$ cat src/rtl/pport_pkg.sv
package pport_pkg;

    typedef enum logic [1:0] {
        ST_IDLE   = 2'd0,
        ST_SETUP  = 2'd1,
        ST_STROBE = 2'd2,
        ST_HOLD   = 2'd3
    } pp_state_e;

    typedef struct packed {
        logic ack;
        logic busy;
    } pp_lines_t;

    localparam int unsigned PP_LINE_W = $bits(pp_lines_t);

    function automatic int unsigned pp_max3(int unsigned a, int unsigned b, int unsigned c);
        int unsigned m;
        m = (a > b) ? a : b;
        return (m > c) ? m : c;
    endfunction

    function automatic int unsigned pp_cnt_width(int unsigned limit);
        return (limit < 2) ? 1 : $clog2(limit);
    endfunction

endpackage

$ cat src/rtl/pport_sync.sv
module pport_sync #(
    parameter int unsigned W      = 2,
    parameter int unsigned STAGES = 2
) (
    input  logic         clk,
    input  logic         rst,
    input  logic [W-1:0] d,
    output logic [W-1:0] q
);
    logic [W-1:0] stg [STAGES];

    generate
        for (genvar g = 0; g < STAGES; g++) begin : g_stage
            if (g == 0) begin : g_first
                always_ff @(posedge clk) begin
                    if (rst) stg[g] <= '0;
                    else     stg[g] <= d;
                end
            end else begin : g_next
                always_ff @(posedge clk) begin
                    if (rst) stg[g] <= '0;
                    else     stg[g] <= stg[g-1];
                end
            end
        end
    endgenerate

    assign q = stg[STAGES-1];
endmodule

$ cat src/rtl/pport_cnt.sv
module pport_cnt #(
    parameter int unsigned CW = 4
) (
    input  logic          clk,
    input  logic          rst,
    input  logic          clr,
    input  logic          inc,
    input  logic [CW-1:0] last,
    output logic          at_last
);
    logic [CW-1:0] cnt;

    always_ff @(posedge clk) begin
        if (rst || clr) cnt <= '0;
        else if (inc)   cnt <= cnt + 1'b1;
    end

    assign at_last = (cnt == last);
endmodule

$ cat src/rtl/pport_fsm.sv
module pport_fsm
    import pport_pkg::*;
#(
    parameter int unsigned DW          = 8,
    parameter int unsigned CW          = 4,
    parameter int unsigned SETUP_CYC   = 2,
    parameter int unsigned HOLD_CYC    = 2,
    parameter int unsigned TIMEOUT_CYC = 8
) (
    input  logic          clk,
    input  logic          rst,
    input  logic [DW-1:0] in_data,
    input  logic          in_valid,
    output logic          in_ready,
    input  pp_lines_t     lines_s,
    input  logic          at_last,
    output logic          cnt_clr,
    output logic          cnt_inc,
    output logic [CW-1:0] cnt_last,
    output logic [DW-1:0] lnk_data,
    output logic          lnk_strobe_n,
    output logic          timeout_flag
);
    localparam logic [CW-1:0] LAST_SETUP = CW'(SETUP_CYC - 1);
    localparam logic [CW-1:0] LAST_HOLD  = CW'(HOLD_CYC - 1);
    localparam logic [CW-1:0] LAST_TO    = CW'(TIMEOUT_CYC - 1);

    pp_state_e     st_q, st_d;
    logic [DW-1:0] data_q;
    logic          to_q, to_set;
    logic          quiet, accept;

    assign quiet    = !lines_s.ack && !lines_s.busy;
    assign in_ready = (st_q == ST_IDLE) && quiet;
    assign accept   = in_ready && in_valid;

    always_comb begin
        st_d     = st_q;
        cnt_clr  = 1'b0;
        cnt_inc  = 1'b0;
        to_set   = 1'b0;
        cnt_last = LAST_SETUP;
        unique case (st_q)
            ST_IDLE: begin
                cnt_clr = 1'b1;
                if (accept) st_d = ST_SETUP;
            end
            ST_SETUP: begin
                cnt_last = LAST_SETUP;
                if (at_last) begin
                    st_d    = ST_STROBE;
                    cnt_clr = 1'b1;
                end else begin
                    cnt_inc = 1'b1;
                end
            end
            ST_STROBE: begin
                cnt_last = LAST_TO;
                if (lines_s.ack) begin
                    st_d    = ST_HOLD;
                    cnt_clr = 1'b1;
                end else if (at_last) begin
                    st_d    = ST_IDLE;
                    cnt_clr = 1'b1;
                    to_set  = 1'b1;
                end else begin
                    cnt_inc = 1'b1;
                end
            end
            ST_HOLD: begin
                cnt_last = LAST_HOLD;
                if (at_last) begin
                    st_d    = ST_IDLE;
                    cnt_clr = 1'b1;
                end else begin
                    cnt_inc = 1'b1;
                end
            end
            default: st_d = ST_IDLE;
        endcase
    end

    always_ff @(posedge clk) begin
        if (rst) begin
            st_q   <= ST_IDLE;
            data_q <= '0;
            to_q   <= 1'b0;
        end else begin
            st_q <= st_d;
            if (accept) data_q <= in_data;
            if (to_set) to_q   <= 1'b1;
        end
    end

    assign lnk_data     = data_q;
    assign lnk_strobe_n = (st_q != ST_STROBE);
    assign timeout_flag = to_q;
endmodule

$ cat src/rtl/pport_tx.sv
module pport_tx
    import pport_pkg::*;
#(
    parameter int unsigned DW          = 8,
    parameter int unsigned SYNC_STAGES = 2,
    parameter int unsigned SETUP_CYC   = 2,
    parameter int unsigned HOLD_CYC    = 2,
    parameter int unsigned TIMEOUT_CYC = 1000
) (
    input  logic          clk,
    input  logic          rst,
    input  logic [DW-1:0] in_data,
    input  logic          in_valid,
    output logic          in_ready,
    output logic [DW-1:0] lnk_data,
    output logic          lnk_strobe_n,
    input  logic          lnk_ack,
    input  logic          lnk_busy,
    output logic          timeout_flag
);
    localparam int unsigned CNT_MAX = pp_max3(SETUP_CYC, HOLD_CYC, TIMEOUT_CYC);
    localparam int unsigned CW      = pp_cnt_width(CNT_MAX);

    pp_lines_t     lines_raw, lines_s;
    logic          ack_s, busy_s;
    logic          cnt_clr, cnt_inc, at_last;
    logic [CW-1:0] cnt_last;

    assign lines_raw = '{ack: lnk_ack, busy: lnk_busy};

    pport_sync #(.W(PP_LINE_W), .STAGES(SYNC_STAGES)) u_sync (
        .clk (clk),
        .rst (rst),
        .d   (lines_raw),
        .q   (lines_s)
    );

    assign ack_s  = lines_s.ack;
    assign busy_s = lines_s.busy;

    pport_cnt #(.CW(CW)) u_cnt (
        .clk     (clk),
        .rst     (rst),
        .clr     (cnt_clr),
        .inc     (cnt_inc),
        .last    (cnt_last),
        .at_last (at_last)
    );

    pport_fsm #(
        .DW          (DW),
        .CW          (CW),
        .SETUP_CYC   (SETUP_CYC),
        .HOLD_CYC    (HOLD_CYC),
        .TIMEOUT_CYC (TIMEOUT_CYC)
    ) u_fsm (
        .clk          (clk),
        .rst          (rst),
        .in_data      (in_data),
        .in_valid     (in_valid),
        .in_ready     (in_ready),
        .lines_s      (lines_s),
        .at_last      (at_last),
        .cnt_clr      (cnt_clr),
        .cnt_inc      (cnt_inc),
        .cnt_last     (cnt_last),
        .lnk_data     (lnk_data),
        .lnk_strobe_n (lnk_strobe_n),
        .timeout_flag (timeout_flag)
    );
endmodule

$ cat config.mk
export PLATFORM = sky130hd
export DESIGN_NAME = pport_tx
export DESIGN_NICKNAME = d
export VERILOG_FILES = /design/src/rtl/pport_pkg.sv /design/src/rtl/pport_sync.sv /design/src/rtl/pport_cnt.sv /design/src/rtl/pport_fsm.sv /design/src/rtl/pport_tx.sv
export SDC_FILE = /design/constraint.sdc
export NUM_CORES = 1
export LEC_CHECK = 0
export ABC_CLOCK_PERIOD_IN_PS = 3000
export BUFFER_PORTS_ARGS = -buffer_cell sky130_fd_sc_hd__buf_4
export CAP_MARGIN = 20
export CORE_ASPECT_RATIO = 0.9
export CORE_MARGIN = 2
export CORE_UTILIZATION = 55
export CTS_BUF_LIST = sky130_fd_sc_hd__clkbuf_4 sky130_fd_sc_hd__clkbuf_8 sky130_fd_sc_hd__clkbuf_16
export CTS_CLUSTER_DIAMETER = 120
export DETAILED_ROUTE_END_ITERATION = 10
export PLACE_DENSITY_LB_ADDON = 0.15
export RECOVER_POWER = 50
export SYNTH_ARGS = -nofsm -noshare
export SYNTH_HDL_FRONTEND = slang
export SYNTH_SLANG_ARGS = --single-unit
export TNS_END_PERCENT = 30
$ cat constraint.sdc
create_clock -name clk -period 3 [get_ports clk]
set_clock_uncertainty 0.15 [all_clocks]
set_input_delay 0.6 -clock clk [delete_from_list [all_inputs] [get_ports clk]]
set_output_delay 0.6 -clock clk [all_outputs]
set_load 0.01 [all_outputs]
==> results of run 1 <==
-- cells by family (layout without fill, tap and decap cells) --
group / after synthesis / after routing / synth area share
buffers and inverters: 9 / 34 / 0.0325
adders and majority gates: 1 / 1 / 0.0120
xor gates and xnor gates: 8 / 8 / 0.0674
AOI/OAI and AO/OA: 15 / 15 / 0.106
DFF: 25 / 25 / 0.481
and+or+nand+nor: 55 / 55 / 0.301
-- stage by stage --
step / hold slack [ps] / instances
after global routing: 319 / 162
after global placement: 287 / 158
final: 315 / 162
after floorplan: 264 / 113
after detailed placement: 290 / 158
after CTS: 316 / 162
-- layer usage --
metal	wire, um	share of wire	vias to the layer above
li1	-	-	436
met1	922	0.47	365
met2	879	0.45	21
met3	121	0.062	5
met4	38	0.019	0
met5	0	0	-
-- power by group through the flow --
stage | Clock [mW] | Sequential, mW | Combinational (mW)
2_1_floorplan | 0 | 0.366 | 0.0464
3_3_place_gp | 0 | 0.363 | 0.0865
3_5_place_dp | 0 | 0.364 | 0.0877
4_1_cts | 0.155 | 0.357 | 0.0882
5_1_grt | 0.167 | 0.359 | 0.0882
6_report | 0.150 | 0.357 | 0.0795
-- cell type report --
class	instances	area, um^2	share of cell area
multi-input cells	79	498	0.404
well taps	24	30.0	0.0244
flip-flops and latches	25	500	0.406
repair buffers	24	154	0.125
inverters	6	22.5	0.0183
clock buffers	3	22.5	0.0183
clock inverters	1	5.00	0.00406
-- cells in the mapped netlist, drive strengths merged, types with 2 or more instances --
library cell   n  share of area
nand3         14          0.067
nor2b          5          0.030
dfxtp         25           0.48
nor4           2          0.032
xor2           2          0.017
nor3           3          0.014
clkbuf         2         0.0072
a21oi         10          0.048
o311ai         2          0.034
nand2         11          0.047
nor2          13          0.047
xnor2          6          0.051
nand4          3          0.024
inv            6          0.022
-- path summary, 6_finish.rpt --
| kind | slack, ps | from | to |
|---|---|---|---|
| worst min-delay path | 320 | u_fsm.lnk_data[4]$_SDFFE_PP0P_ | u_fsm.lnk_data[4]$_SDFFE_PP0P_ |
| worst min register to register | 320 | u_fsm.lnk_data[4]$_SDFFE_PP0P_ | u_fsm.lnk_data[4]$_SDFFE_PP0P_ |
| worst max register to register | 1140 | u_fsm.st_q[1]$_SDFFE_PP0P_ | u_fsm.st_q[0]$_SDFFE_PP0P_ |
| worst max-delay path | 730 | u_fsm.st_q[1]$_SDFFE_PP0P_ | in_ready |
-- registers in the layout, summed over array words and instances, names as in the netlist --
name	cells
u_sync.stg	4
u_cnt.cnt	10
u_fsm.st_q	2
u_fsm.lnk_data	8
u_fsm.timeout_flag	1
-- worst max-delay path, delay by kind of cell, from the launching register on --
kind	cells	cell delay [ps]
buf+inv	2	540
flops	1	390
simple gates	1	270
==> impl_results.rst, run 1 <==
.. list-table::
   :header-rows: 1

   * - Metric
     - Value
   * - Clock tree buffer depth
     - 2
   * - Most common cell after layout, fill and taps aside
     - dfxtp_1
   * - DP Wirelength
     - 1450 um
   * - Global-route wire length before repair
     - about 3300 um
   * - Final GP Congestion
     - a little under 0.8
   * - Core area
     - 0.00172 mm^2
   * - Via count of the first global-routing pass
     - 753
   * - Final count of hold timing violations
     - 0
   * - CP max stage delay
     - 390 ps
   * - Final setup violation count
     - 0
   * - Slew HR
     - 0.526
   * - Post-CTS clock slew at the launch and capture registers of the worst setup and hold paths
     - 130 ps
   * - Clock sink count
     - 25
   * - Insertion delay to the later sink of the worst-skew pair
     - 330 ps
   * - Area added between synthesis and finish
     - 18.5%
   * - Worst Slack Setup Final
     - between 700 and 800 ps
   * - Total nets after synthesis
     - 127
   * - Max-slew violations
     - 0
   * - Count of cells along the worst hold path
     - 2
   * - Number of antenna violations at the first check in global routing
     - 0
   * - Required time reported for the critical path endpoint
     - between 2000 and 2500 ps
   * - Met3 Usage GRT
     - 0.0728
   * - Net count reported at finish
     - 153
   * - Worst Tran Pin Value
     - 711 ps
   * - Number of violations reported at the end of detailed-routing iteration 0
     - 17
   * - CP max FO
     - 10
   * - Top Ports
     - 24
   * - Leakage Power
     - approximately 0.44 nW
   * - Avg Synthesized Cell Area
     - ~9 um^2
   * - Clock share of power
     - 0.256
   * - Maximum achievable frequency
     - 0.440 GHz
   * - Post-layout instance area
     - around 0.0012 mm^2
   * - Chip width
     - 49.8 um
   * - Total Die Area
     - 0.00225 mm^2
   * - Most used routing layer in global routing
     - met2
   * - Worst supply voltage drop on vdd
     - 0.314 mV
   * - Status
     - complete, no violations
   * - Filler cell count in the final layout
     - 158
   * - Count of mapped cells out of synthesis
     - 113
   * - Post-layout power
     - 0.586 mW
   * - Prevailing post-synth register cell
     - dfxtp_1
   * - Global route overflow
     - 0
   * - Die Height
     - 45.3 um
   * - Net switching share of the total power
     - 0.259
   * - Number of vias per cell
     - 5.10
   * - Post_cts resized
     - 0
   * - Post-layout minimum cycle time
     - 2270 ps
   * - Post-synth EDFFs
     - 0
   * - Yosys warns
     - 0
   * - Total wire length
     - 1960 um
   * - Met2 Resource Use GR
     - 0.323
   * - Effective utilization at floorplan
     - 0.606
   * - Fraction of final layout cells sized beyond drive strength 1
     - 0.203
   * - Count of distinct cell types in the synthesized netlist
     - 28
   * - Pin count of the biggest net entering global routing
     - 19
   * - Async S/R FF share, synth
     - 0
   * - Share of the cycle needed by the critical path after routing
     - 0.758
   * - Power Dens Cells
     - approximately 480 mW/mm^2
   * - Worst Setup Slack post-DPL
     - about 1300 ps
   * - Worst EP arrival
     - 1520 ps
   * - CP cell instances
     - nor4_4, clkbuf_1, buf_4
   * - Routed via count
     - 827
   * - Number of nets still failing antenna checks after routing
     - 0
   * - R2r worst-path depth
     - 4
   * - Critical path type
     - reg -> out
   * - Met1 track demand over resource
     - 0.249
   * - PortBufs
     - 23
   * - Reported net switching power
     - 0.152 mW
   * - Kind of capture point of the worst setup path
     - primary output
   * - Sum Neg Setup Slack
     - 0 ps
   * - Post-DP Area
     - between 0.001 and 0.0015 mm^2
   * - DRC violations left
     - 0
   * - Average routed wire per standard cell
     - 12.1 um
   * - Setup repair after global routing missed its margin
     - false
   * - Cell area after synthesis
     - 0.00104 mm^2
   * - Number of placement rows
     - 14
   * - Core Util, Final
     - 0.718
   * - CTS tree
     - built
   * - H-tree level count
     - 1
   * - Root cell of the clock tree
     - clkbuf_4
   * - Startpoint type of the worst setup path
     - flip-flop
   * - Number of buffers inserted by post-CTS setup repair
     - 0
   * - Internal portion of total power
     - roughly 0.43 mW
   * - Commonest cells after routing, fill and taps aside
     - dfxtp_1 (25), buf_4 (17), nand3_1 (14), nor2_1 (13), nand2_1 (11)
   * - Clock buffer count from CTS
     - 3
   * - Power share of the sequential group
     - 0.608
   * - Power share of the combinational group
     - 0.136
   * - Fraction of the yosys area taken by sequential cells
     - 0.481
   * - Number of register bits inferred by synthesis
     - 25
   * - Aggregate global-route resource usage
     - 0.203
   * - Count of antenna diodes in the layout
     - 0
   * - Number of hold buffers added after cts
     - 0
   * - Number of max-capacitance violations reported
     - 0
   * - Worst min-delay path category
     - reg -> reg
   * - Worst-path cell with the longest stage delay
     - dfxtp_1
   * - First-pass iteration count of the detailed router
     - 4
Note: power is estimated with default switching activity, not from simulation.
==> inputs of run 2 (changes only) <==
--- a/config.mk
+++ b/config.mk
@@ -5,12 +5,12 @@
 export SDC_FILE = /design/constraint.sdc
 export NUM_CORES = 1
 export LEC_CHECK = 0
-export ABC_CLOCK_PERIOD_IN_PS = 3000
+export ABC_CLOCK_PERIOD_IN_PS = 2100
 export BUFFER_PORTS_ARGS = -buffer_cell sky130_fd_sc_hd__buf_4
 export CAP_MARGIN = 20
 export CORE_ASPECT_RATIO = 0.9
 export CORE_MARGIN = 2
-export CORE_UTILIZATION = 55
+export CORE_UTILIZATION = 51
 export CTS_BUF_LIST = sky130_fd_sc_hd__clkbuf_4 sky130_fd_sc_hd__clkbuf_8 sky130_fd_sc_hd__clkbuf_16
 export CTS_CLUSTER_DIAMETER = 120
 export DETAILED_ROUTE_END_ITERATION = 10
==> constraint.sdc (replaced) <==
create_clock -name clk -period 2.1 [get_ports clk]
set_clock_uncertainty 0.15 [all_clocks]
set_input_delay 0.42 -clock clk [delete_from_list [all_inputs] [get_ports clk]]
set_output_delay 0.42 -clock clk [all_outputs]
set_load 0.01 [all_outputs]
==> impl_results.rst, run 2 (same netlist as run 1, synthesis figures left out) <==
.. list-table::
   :header-rows: 1

   * - Metric
     - Value
   * - Global route overflow
     - 0 (unchanged)
   * - Worst-path cell with the longest stage delay
     - nor4_4 (was dfxtp_1)
   * - Number of hold buffers added after cts
     - 0 (unchanged)
   * - Critical path type
     - reg -> out (unchanged)
   * - Met3 Usage GRT
     - 0.0669 (was 0.0728)
   * - Average routed wire per standard cell
     - 12.2 um (was 12.1 um)
   * - CP max FO
     - 6 (was 10)
   * - Root cell of the clock tree
     - clkbuf_4 (unchanged)
   * - Effective utilization at floorplan
     - 0.543 (was 0.606)
   * - Final count of hold timing violations
     - 0 (unchanged)
   * - Worst supply voltage drop on vdd
     - 0.631 mV (was 0.314 mV)
   * - Non-filler cells, final
     - 163 (was 162)
   * - Top register by number of flip-flops
     - u_cnt.cnt (unchanged)
   * - DP Cell Count
     - 159 (was 158)
   * - Beginning of the critical path
     - u_fsm.st_q[1]$_SDFFE_PP0P_ (unchanged)
   * - Kind of capture point of the worst setup path
     - primary output (unchanged)
   * - Number of violations reported at the end of detailed-routing iteration 0
     - 15 (was 17)
   * - Power Dens Cells
     - 685 mW/mm^2 (was 476 mW/mm^2)
   * - Final setup violation count
     - 0 (unchanged)
   * - Commonest cells after routing, fill and taps aside
     - dfxtp_1 (25), nand3_1 (14), nor2_1 (13), buf_4 (13), clkbuf_1 (11) (was dfxtp_1 (25), buf_4 (17), nand3_1 (14), nor2_1 (13), nand2_1 (11))
   * - Status
     - complete, no violations (unchanged)
   * - Maximum achievable frequency
     - 0.520 GHz
   * - Endpoint of the worst-slack reg-to-reg timing path
     - u_cnt.cnt[9]$_SDFFE_PP0P_ (was u_fsm.st_q[0]$_SDFFE_PP0P_)
   * - Chip width
     - 51.6 um (was 49.8 um)
   * - Top Ports
     - 24 (unchanged)
   * - Worst Tran Pin Value
     - 747 ps (was 711 ps)
   * - Sum Neg Setup Slack
     - 0 ps (unchanged)
   * - Leakage Power
     - 0.425 nW (was 0.436 nW)
   * - Clock tree buffer depth
     - 2 (unchanged)
   * - Critical path endpoint
     - in_ready (unchanged)
   * - Core area
     - 0.00191 mm^2 (was 0.00172 mm^2)
   * - Flip-flop count of the largest register, all copies and words added
     - 10 (unchanged)
   * - DP Wirelength
     - 1480 um (was 1450 um)
   * - Worst R2R Start
     - u_fsm.st_q[1]$_SDFFE_PP0P_ (unchanged)
   * - DRC violations left
     - 0 (unchanged)
   * - Insertion delay to the later sink of the worst-skew pair
     - 310 ps (was 330 ps)
   * - Fraction of final layout cells sized beyond drive strength 1
     - 0.181 (was 0.203)
   * - Number of placement rows
     - 15 (was 14)
   * - Pin count of the biggest net entering global routing
     - 19 (unchanged)
   * - Clock buffer count from CTS
     - 3 (unchanged)
   * - Most common cell after layout, fill and taps aside
     - dfxtp_1 (unchanged)
   * - Setup repair after global routing missed its margin
     - false (unchanged)
   * - CP cell instances
     - nor4_4, buf_4 (was nor4_4, clkbuf_1, buf_4)
   * - Clock sink count
     - 25 (unchanged)
   * - Post-CTS clock slew at the launch and capture registers of the worst setup and hold paths
     - 120 ps (was 130 ps)
   * - Number of buffers inserted by post-CTS setup repair
     - 0 (unchanged)
   * - Setup slack of the most critical reg-to-reg path
     - 360 ps (was 1140 ps)
   * - CTS tree
     - built (unchanged)
   * - R2r worst-path depth
     - 4 (unchanged)
   * - Start point of the worst hold path
     - lnk_busy (was u_fsm.lnk_data[4]$_SDFFE_PP0P_)
   * - Core Util, Final
     - 0.642 (was 0.718)
   * - Count of antenna diodes in the layout
     - 0 (unchanged)
   * - Worst EP arrival
     - 1350 ps (was 1520 ps)
   * - H-tree level count
     - 1 (unchanged)
   * - Filler cell count in the final layout
     - 175 (was 158)
   * - Share of the cycle needed by the critical path after routing
     - 0.916
   * - Net count reported at finish
     - 153 (unchanged)
   * - Slew HR
     - 0.502 (was 0.526)
   * - PortBufs
     - 23 (unchanged)
   * - CP Buf/Inv Count
     - 1 (was 2)
   * - Required time reported for the critical path endpoint
     - 1530 ps (was 2250 ps)
   * - Met1 track demand over resource
     - 0.268 (was 0.249)
   * - Max-slew violations
     - 0 (unchanged)
   * - Aggregate global-route resource usage
     - 0.190 (was 0.203)
   * - First-pass iteration count of the detailed router
     - 4 (unchanged)
   * - Total Die Area
     - 0.00242 mm^2 (was 0.00225 mm^2)
   * - Global-route wire length before repair
     - 3310 um (was 3300 um)
   * - Cell family with most CP delay
     - simple AND/OR/NAND/NOR gates (was buffers and inverters)
   * - Startpoint type of the worst setup path
     - flip-flop (unchanged)
   * - Via count of the first global-routing pass
     - 746 (was 753)
   * - Number of vias per cell
     - 5.26 (was 5.10)
   * - Die Height
     - 46.8 um (was 45.3 um)
   * - Critical path depth
     - 2 (was 3)
   * - Post-layout minimum cycle time
     - 1920 ps
   * - Total wire length
     - 1980 um (was 1960 um)
   * - Number of antenna violations at the first check in global routing
     - 0 (unchanged)
   * - Met2 Resource Use GR
     - 0.274 (was 0.323)
   * - Routed via count
     - 857 (was 827)
   * - Area added between synthesis and finish
     - 18.2% (was 18.5%)
   * - Final GP Congestion
     - 0.763 (was 0.791)
   * - Min Hold Slack
     - 167 ps (was 315 ps)
   * - Number of max-capacitance violations reported
     - 0 (unchanged)
   * - Worst min-delay path category
     - in -> reg (was reg -> reg)
   * - Most used routing layer in global routing
     - met2 (unchanged)
   * - CP max stage delay
     - 440 ps (was 390 ps)
   * - Number of nets still failing antenna checks after routing
     - 0 (unchanged)
   * - Post_cts resized
     - 0 (unchanged)
[run 2: cell types whose count changed in the layout (fill, tap and decap cells not counted)]
cell / delta
clkbuf_1: +4
nand2_1: -1
clkbuf_4: +1
nand2_4: +1
buf_4: -4
clkinv_2: -1
[run 2: area by class of cell]
class / count / area (um^2) / share of cell area
Inverter: 6 / 22.5 / 0.0183
Sequential cell: 25 / 500 / 0.407
Tap cell: 25 / 31.3 / 0.0255
Timing Repair Buffer: 24 / 139 / 0.113
Clock buffer: 4 / 30.0 / 0.0244
Multi-Input combinational cell: 79 / 505 / 0.411
[run 2: routing by layer]
metal,vias to the layer above,share of wire
met1,406,0.48
met5,-,0
li1,436,-
met4,0,0.0061
met3,2,0.039
met2,13,0.47
[run 2: worst reg2reg max path: cells and delay by family (launching register included)]
kind,cells,cell delay [ps]
DFF,1,490
and+or+nand+nor,3,470
AOI/OAI and AO/OA,1,510
[run 2: worst min path at each step]
stage | to | cells after the start
2_1_floorplan | u_sync.stg[1][0]$_SDFF_PP0_ | 1
3_3_place_gp | u_sync.stg[1][0]$_SDFF_PP0_ | 1
3_5_place_dp | u_sync.stg[1][0]$_SDFF_PP0_ | 1
4_1_cts | u_sync.stg[0][0]$_SDFF_PP0_ | 2
5_1_grt | u_sync.stg[0][0]$_SDFF_PP0_ | 2
6_report | u_sync.stg[0][0]$_SDFF_PP0_ | 2
[run 2: report_power, final]
group	switching (mW)	internal [mW]	total (mW)
sequential	0.0162	0.494	0.510
clock	0.130	0.0871	0.218
combinational	0.0618	0.0522	0.114
[run 2: per-stage QoR]
stage / setup WS, ps / power (mW) / cell area (um^2)
2_1_floorplan: 542 / 0.589 / 1040
3_3_place_gp: 472 / 0.643 / 1240
3_5_place_dp: 395 / 0.646 / 1240
4_1_cts: 155 / 0.867 / 1270
5_1_grt: 87.5 / 0.888 / 1230
6_report: 177 / 0.842 / 1230
